--- config.mk ---
export PLATFORM = sky130hd
export DESIGN_NAME = sec_counter_top
export DESIGN_NICKNAME = d
export VERILOG_FILES = /design/src/rtl/sc_pkg.sv /design/src/rtl/sc_prescaler.sv /design/src/rtl/sc_count_regs.sv /design/src/rtl/sc_trickle_dec.sv /design/src/rtl/sec_counter_top.sv
export SDC_FILE = /design/constraint.sdc
export NUM_CORES = 1
export LEC_CHECK = 0
export ABC_AREA = 1
export BUFFER_PORTS_ARGS = -buffer_cell sky130_fd_sc_hd__buf_2
export CELL_PAD_IN_SITES_DETAIL_PLACEMENT = 1
export CELL_PAD_IN_SITES_GLOBAL_PLACEMENT = 1
export CORE_MARGIN = 5
export CORE_UTILIZATION = 39
export CTS_CLUSTER_DIAMETER = 80
export DETAILED_ROUTE_END_ITERATION = 8
export PLACE_DENSITY = 0.82
export RECOVER_POWER = 25
export SETUP_SLACK_MARGIN = 0.5
export SLEW_MARGIN = 20
export SYNTH_ARGS = -nofsm -noshare
export SYNTH_HDL_FRONTEND = slang
export SYNTH_SLANG_ARGS = --single-unit
--- constraint.sdc ---
create_clock -name clk -period 2.18 [get_ports clk]
set_input_delay 0 -clock clk [delete_from_list [all_inputs] [get_ports clk]]
set_output_delay 0 -clock clk [all_outputs]
set_load 0.03 [all_outputs]
--- src/rtl/sc_pkg.sv ---
package sc_pkg;
  localparam int BYTE_W = 8;
  localparam logic [3:0] CHG_KEY = 4'b1010;

  typedef struct packed {
    logic en;
    logic diode;
    logic r250;
    logic r2k;
    logic r4k;
  } chg_sel_t;
endpackage

--- src/rtl/sc_prescaler.sv ---
module sc_prescaler #(
  parameter int DIV = 32768
) (
  input  logic clk,
  input  logic rst_n,
  input  logic tick_en,
  input  logic run,
  input  logic restart,
  output logic tick
);
  localparam int PW = (DIV > 2) ? $clog2(DIV) : 1;
  localparam logic [PW-1:0] LAST = PW'(DIV - 1);

  logic [PW-1:0] phase;
  logic          at_last;

  assign at_last = (phase == LAST);
  assign tick    = tick_en & run & at_last & ~restart;

  always_ff @(posedge clk) begin
    if (!rst_n)              phase <= '0;
    else if (restart)        phase <= '0;
    else if (tick_en && run) phase <= at_last ? '0 : phase + 1'b1;
  end

  AST_PHASE_RANGE: assert property (@(posedge clk) disable iff (!rst_n)
    phase <= LAST) else $error("phase out of range");
  AST_FROZEN_WHEN_HALTED: assert property (@(posedge clk) disable iff (!rst_n)
    (!run && !restart) |=> $stable(phase)) else $error("phase moved while halted");
  AST_RESTART_CLEARS: assert property (@(posedge clk) disable iff (!rst_n)
    restart |=> (phase == '0)) else $error("restart did not clear phase");
endmodule

--- src/rtl/sc_count_regs.sv ---
module sc_count_regs #(
  parameter int CNT_W = 32
) (
  input  logic                       clk,
  input  logic                       rst_n,
  input  logic                       tick,
  input  logic                       count_en,
  input  logic                       wr_en,
  input  logic [$clog2(CNT_W/8)-1:0] wr_idx,
  input  logic [7:0]                 wr_data,
  output logic [CNT_W-1:0]           count
);
  localparam int NB = CNT_W / 8;

  logic [NB-1:0]    byte_wr;
  logic [CNT_W-1:0] nxt;

  for (genvar b = 0; b < NB; b++) begin : g_bsel
    assign byte_wr[b] = wr_en && (wr_idx == b);
  end

  always_comb begin
    nxt = count;
    if (wr_en) begin
      for (int b = 0; b < NB; b++)
        if (byte_wr[b]) nxt[b*8 +: 8] = wr_data;
    end else if (tick && count_en) begin
      nxt = count + 1'b1;
    end
  end

  always_ff @(posedge clk) begin
    if (!rst_n) count <= '0;
    else        count <= nxt;
  end

  AST_INC_BY_ONE: assert property (@(posedge clk) disable iff (!rst_n)
    (tick && count_en && !wr_en) |=> (count == $past(count) + 1'b1))
    else $error("count did not advance by one");
  AST_HOLD_WHEN_STOPPED: assert property (@(posedge clk) disable iff (!rst_n)
    (!count_en && !wr_en) |=> $stable(count)) else $error("count moved while stopped");
  AST_WRITE_NO_INC: assert property (@(posedge clk) disable iff (!rst_n)
    (wr_en && wr_idx != '0) |=> (count[7:0] == $past(count[7:0])))
    else $error("write let count advance");
endmodule

--- src/rtl/sc_trickle_dec.sv ---
module sc_trickle_dec
  import sc_pkg::*;
(
  input  logic     clk,
  input  logic     rst_n,
  input  logic [7:0] cfg,
  output chg_sel_t sel
);
  logic key_ok, diode_ok, res_ok, armed;

  assign key_ok   = (cfg[7:4] == CHG_KEY);
  assign diode_ok = (cfg[3:2] == 2'b01) || (cfg[3:2] == 2'b10);
  assign res_ok   = (cfg[1:0] != 2'b00);
  assign armed    = key_ok & diode_ok & res_ok;

  always_comb begin
    sel       = '0;
    sel.en    = armed;
    sel.diode = armed & (cfg[3:2] == 2'b10);
    sel.r250  = armed & (cfg[1:0] == 2'b01);
    sel.r2k   = armed & (cfg[1:0] == 2'b10);
    sel.r4k   = armed & (cfg[1:0] == 2'b11);
  end

  AST_RES_ONEHOT: assert property (@(posedge clk) disable iff (!rst_n)
    $onehot0({sel.r250, sel.r2k, sel.r4k})) else $error("resistor selects not one-hot");
  AST_EN_MATCHES_RES: assert property (@(posedge clk) disable iff (!rst_n)
    sel.en == (sel.r250 | sel.r2k | sel.r4k)) else $error("enable without resistor");
endmodule

--- src/rtl/sec_counter_top.sv ---
module sec_counter_top
  import sc_pkg::*;
#(
  parameter int DIV   = 32768,
  parameter int CNT_W = 32
) (
  input  logic             clk,
  input  logic             rst_n,
  input  logic             tick_en,
  input  logic             main_pwr_ok,
  input  logic             wr_en,
  input  logic [2:0]       wr_addr,
  input  logic [7:0]       wr_data,
  input  logic [2:0]       rd_addr,
  output logic [7:0]       rd_data,
  output logic [CNT_W-1:0] count,
  output logic             sec_tick,
  output logic             osc_run,
  output logic             chg_en,
  output logic             chg_diode,
  output logic             chg_r250,
  output logic             chg_r2k,
  output logic             chg_r4k
);
  localparam int NB = CNT_W / BYTE_W;
  localparam int BW = $clog2(NB);
  localparam logic [2:0] A_CTRL = 3'(NB);
  localparam logic [2:0] A_TRK  = 3'(NB + 1);

  logic       stop_q;
  logic [7:0] trk_q;
  logic       cnt_wr, tick_raw, tick_q;
  chg_sel_t   sel;

  assign cnt_wr  = wr_en && (wr_addr < 3'(NB));
  assign osc_run = main_pwr_ok | ~stop_q;

  always_ff @(posedge clk) begin
    if (!rst_n) begin
      stop_q <= 1'b0;
      trk_q  <= '0;
      tick_q <= 1'b0;
    end else begin
      if (wr_en && wr_addr == A_CTRL) stop_q <= wr_data[7];
      if (wr_en && wr_addr == A_TRK)  trk_q  <= wr_data;
      tick_q <= tick_raw;
    end
  end

  sc_prescaler #(.DIV(DIV)) u_pre (
    .clk(clk), .rst_n(rst_n), .tick_en(tick_en), .run(osc_run),
    .restart(cnt_wr), .tick(tick_raw)
  );

  sc_count_regs #(.CNT_W(CNT_W)) u_cnt (
    .clk(clk), .rst_n(rst_n), .tick(tick_raw), .count_en(~stop_q),
    .wr_en(cnt_wr), .wr_idx(wr_addr[BW-1:0]), .wr_data(wr_data), .count(count)
  );

  sc_trickle_dec u_trk (.clk(clk), .rst_n(rst_n), .cfg(trk_q), .sel(sel));

  always_comb begin
    rd_data = '0;
    if (rd_addr < 3'(NB))     rd_data = count[rd_addr[BW-1:0]*8 +: 8];
    else if (rd_addr == A_CTRL) rd_data = {stop_q, 7'b0};
    else if (rd_addr == A_TRK)  rd_data = trk_q;
  end

  assign sec_tick  = tick_q;
  assign chg_en    = sel.en;
  assign chg_diode = sel.diode;
  assign chg_r250  = sel.r250;
  assign chg_r2k   = sel.r2k;
  assign chg_r4k   = sel.r4k;

  AST_TICK_NEEDS_RUN: assert property (@(posedge clk) disable iff (!rst_n)
    sec_tick |-> ($past(main_pwr_ok) || !$past(stop_q))) else $error("tick while halted");
  AST_NO_TICK_ON_WRITE: assert property (@(posedge clk) disable iff (!rst_n)
    cnt_wr |=> !sec_tick) else $error("tick on counter write");
endmodule

==> results.yml <==
critical_path:
  path_class: "reg -> reg"
  worstSetupStartpoint: "u_pre.phase[5]$_SDFFE_PP0N_"
  cp.required_ns: 2.42
  path_common_cell: "nor2_1"
  end_kind: "register"
  crit_chain: "nand2_1, nor3_4, nand4_4, buf_6, nand2_8, clkinvlp_4, nor2_1, nor2_1"
  r2r-start: "u_pre.phase[5]$_SDFFE_PP0N_"
  cp_slowest_stage_delay_ns: 0.36
  worstPathMaxFanout: 8
  arrival_ns: 2.04
  crit_slowest_cell: "dfxtp_1"
  cp-start-kind: "register"
routing:
  routedWlPerCell_microns: 18.9
  firstDrtPassIters: 5
  avgViaCountPerCell: 5.58
  route.detailed.drc: 0
  drtIter0Drc: 369
  antenna_left: 0
  dr_total_vias: 4962
  wirelength_microns: 16800
yosys:
  yosys_register_bits: 57
  ys_types: 35
  synth_fp_nets: 683
  synthesis.area_sq_um: 3870
  synth-warning-count: 0
  syn_avg_cell_area_sq_um: 5.85
  syn_inst: 661
  synth_seq_area_share_pct: 29.5
timing:
  drv_slew: 0
  period_needed_ns: 1.80
  tightest_slew_ns: 0.825
  setup_viol: 0
  fin_tns_setup_ns: 0
  relSlewSlack_pct: 45.0
  grt_setup_unrepaired: "true"
  finalHoldViolCount: 0
  finClkSkew_ns: 0.00837
  max_clock_freq_mhz: 555
  period_share_pct: 82.6
global_routing:
  grt-ovfl-total: 0
  grt_pass1_wl_microns: 25500
  antenna_found_initial: 0
  grt_usage_pct: 27.7
  grt_max_degree: 41
  grt_pass1_vias: 4911
place:
  globalplace.congestion: 0.934
  dp_hpwl_microns: 11700
  io_buffers: 65
min_path:
  min_from: "wr_addr[0]"
  worstHoldPathType: "in -> reg"
finish:
  area_growth_pct: 30.0
  seq_area_sq_um: 1190
  multi_input_area_sq_um: 2550
  fillers: 1404
  finish.net_count: 774
  final_layout_size_suffix_gt1_share_pct: 22.0
  antenna_cells: 0
floorplan:
  die_w_microns: 110
  io_pins: 66
  start_util_pct: 39.8
  num_rows: 36
  dieArea_sq_um: 12000
  fp.dieH_microns: 110
  core_area_sq_um: 9730
clocking:
  cts_sinks: 57
  insertion_delay_ns: 0.35
  cts-root-buf: "clkbuf_8"
  clk_path_buf_depth: 2
  cts_tree: "yes"
  cts_buffers: 9
  clk_pin_slew_ns: 0.07
  cts.htree.levels: 3
run:
  timing.max_cap.violations: 0
power:
  powerDensity_nw_per_um2: 535
  power.leakage_nw: 2.19
  ir_worst_vdd_v: 0.000326
  p_total_mw: 2.69
status:
  outcome: "completed"
area by class of cell:
| cell class | instances | area share [%] |
|---|---|---|
| sequential | 57 | 23.6 |
| multi-input combinational | 514 | 50.8 |
| clock inverter | 2 | 1.19 |
| inverter | 74 | 5.67 |
| tap | 133 | 3.31 |
| timing repair buffer | 96 | 12.0 |
| clock buffer | 13 | 3.36 |
path summary, 6_finish.rpt:
check	slack, ns	cells past startpoint	endpoint
hold reg to reg	0.45	1	u_pre.phase[12]$_SDFFE_PP0N_
hold / removal	0.02	3	stop_q$_SDFFE_PN0P_
setup reg to reg	0.38	8	u_cnt.count[4]$_SDFFE_PN0P_
setup / recovery	0.38	8	u_cnt.count[4]$_SDFFE_PN0P_
worst max-delay path: cells and delay by family, from the launching register on:
kind	cells	cell delay, ns
buf+inv	2	0.37
simple gates	6	0.96
flops	1	0.36
state kept, by name, summed over array words and instances (netlist names):
signal / cells
sec_tick: 1
stop_q: 1
trk_q: 8
u_cnt.count: 32
u_pre.phase: 15
timing repair:
item	in CTS	in global routing
gates cloned	1	0
hold buffers	9	0
endpoints found under the hold margin	9	0
setup buffers	2	11
gates resized for setup	27	79
setup endpoints to repair	38	50
pin swaps	3	25
per-stage QoR:
step | cell area, sq um | hold WS (ns) | utilization, % | std cells | setup WS, ns
floorplan | 3870 | 0.135 | - | 661 | 0.579
finish | 5030 | 0.0220 | 51.7 | 889 | 0.378
CTS | 4780 | 0.0140 | 49.2 | 878 | 0.421
global placement | 4340 | 0.241 | 44.6 | 851 | 0.381
detailed placement | 4340 | 0.269 | 44.6 | 851 | 0.183
global route | 5030 | 0.0311 | 51.7 | 889 | 0.265
power breakdown:
part           internal, mW  switching [mW]  leakage (nW)
sequential             1.07          0.0453         0.476
clock                 0.733           0.469         0.116
combinational         0.114           0.263          1.59
Yosys cell counts (all sizes together):
| cell | count | area (sq um) |
|---|---|---|
| a211oi | 1 | 7.51 |
| a21boi | 6 | 45.0 |
| a21oi | 37 | 189 |
| a31oi | 2 | 12.5 |
| and2 | 2 | 12.5 |
| buf | 10 | 62.6 |
| clkbuf | 6 | 22.5 |
| clkinv | 1 | 3.75 |
| dfxtp | 57 | 1140 |
| ha | 3 | 37.5 |
| inv | 73 | 274 |
| nand2 | 185 | 714 |
| nand3 | 50 | 280 |
| nand3b | 2 | 15.0 |
| nand4 | 3 | 25.0 |
| nor2 | 142 | 571 |
| nor3 | 6 | 35.0 |
| nor4 | 1 | 6.26 |
| o211ai | 2 | 15.0 |
| o21ai | 61 | 305 |
| o221ai | 5 | 43.8 |
| o22ai | 1 | 6.26 |
| xnor2 | 1 | 8.76 |
| xor2 | 4 | 35.0 |
cell families after synthesis:
group	after synthesis	synth area share, %
AND/OR/NAND/NOR	391	42.9
AO/OA/AOI/OAI	115	16.1
buffers and inverters	90	9.38
flip-flops	57	29.5
XOR/XNOR	5	1.13
adder cells (fa/ha/maj)	3	0.970
layout by cell type (no fill, tap or decap), types with 3 or more instances in the layout:
| cell | instances |
|---|---|
| nand2_1 | 171 |
| o21ai_0 | 55 |
| dfxtp_1 | 31 |
| a21boi_0 | 5 |
| nor2_4 | 9 |
| nor2_1 | 116 |
| nor3_1 | 3 |
| inv_1 | 68 |
| nor2_2 | 17 |
| nand3_2 | 6 |
| dlygate4sd3_1 | 9 |
| buf_2 | 34 |
| dfxtp_2 | 20 |
| clkbuf_8 | 12 |
| buf_4 | 25 |
| nand3_1 | 43 |
| a21oi_1 | 36 |
| inv_2 | 3 |
| dfxtp_4 | 6 |
| nand2_2 | 10 |
| o221ai_1 | 5 |
| xor2_1 | 4 |
| clkbuf_1 | 24 |
| o21ai_1 | 3 |
| o21ai_2 | 3 |
metal layers:
layer | track usage (%) | routed length (microns) | up-vias
li1 | - | - | 2302
met1 | 35.6 | 6820 | 2399
met2 | 46.4 | 8220 | 217
met3 | 4.29 | 1200 | 44
met4 | 10.8 | 564 | 0
met5 | 0 | 0 | -
(Power assumes the default switching activity.)
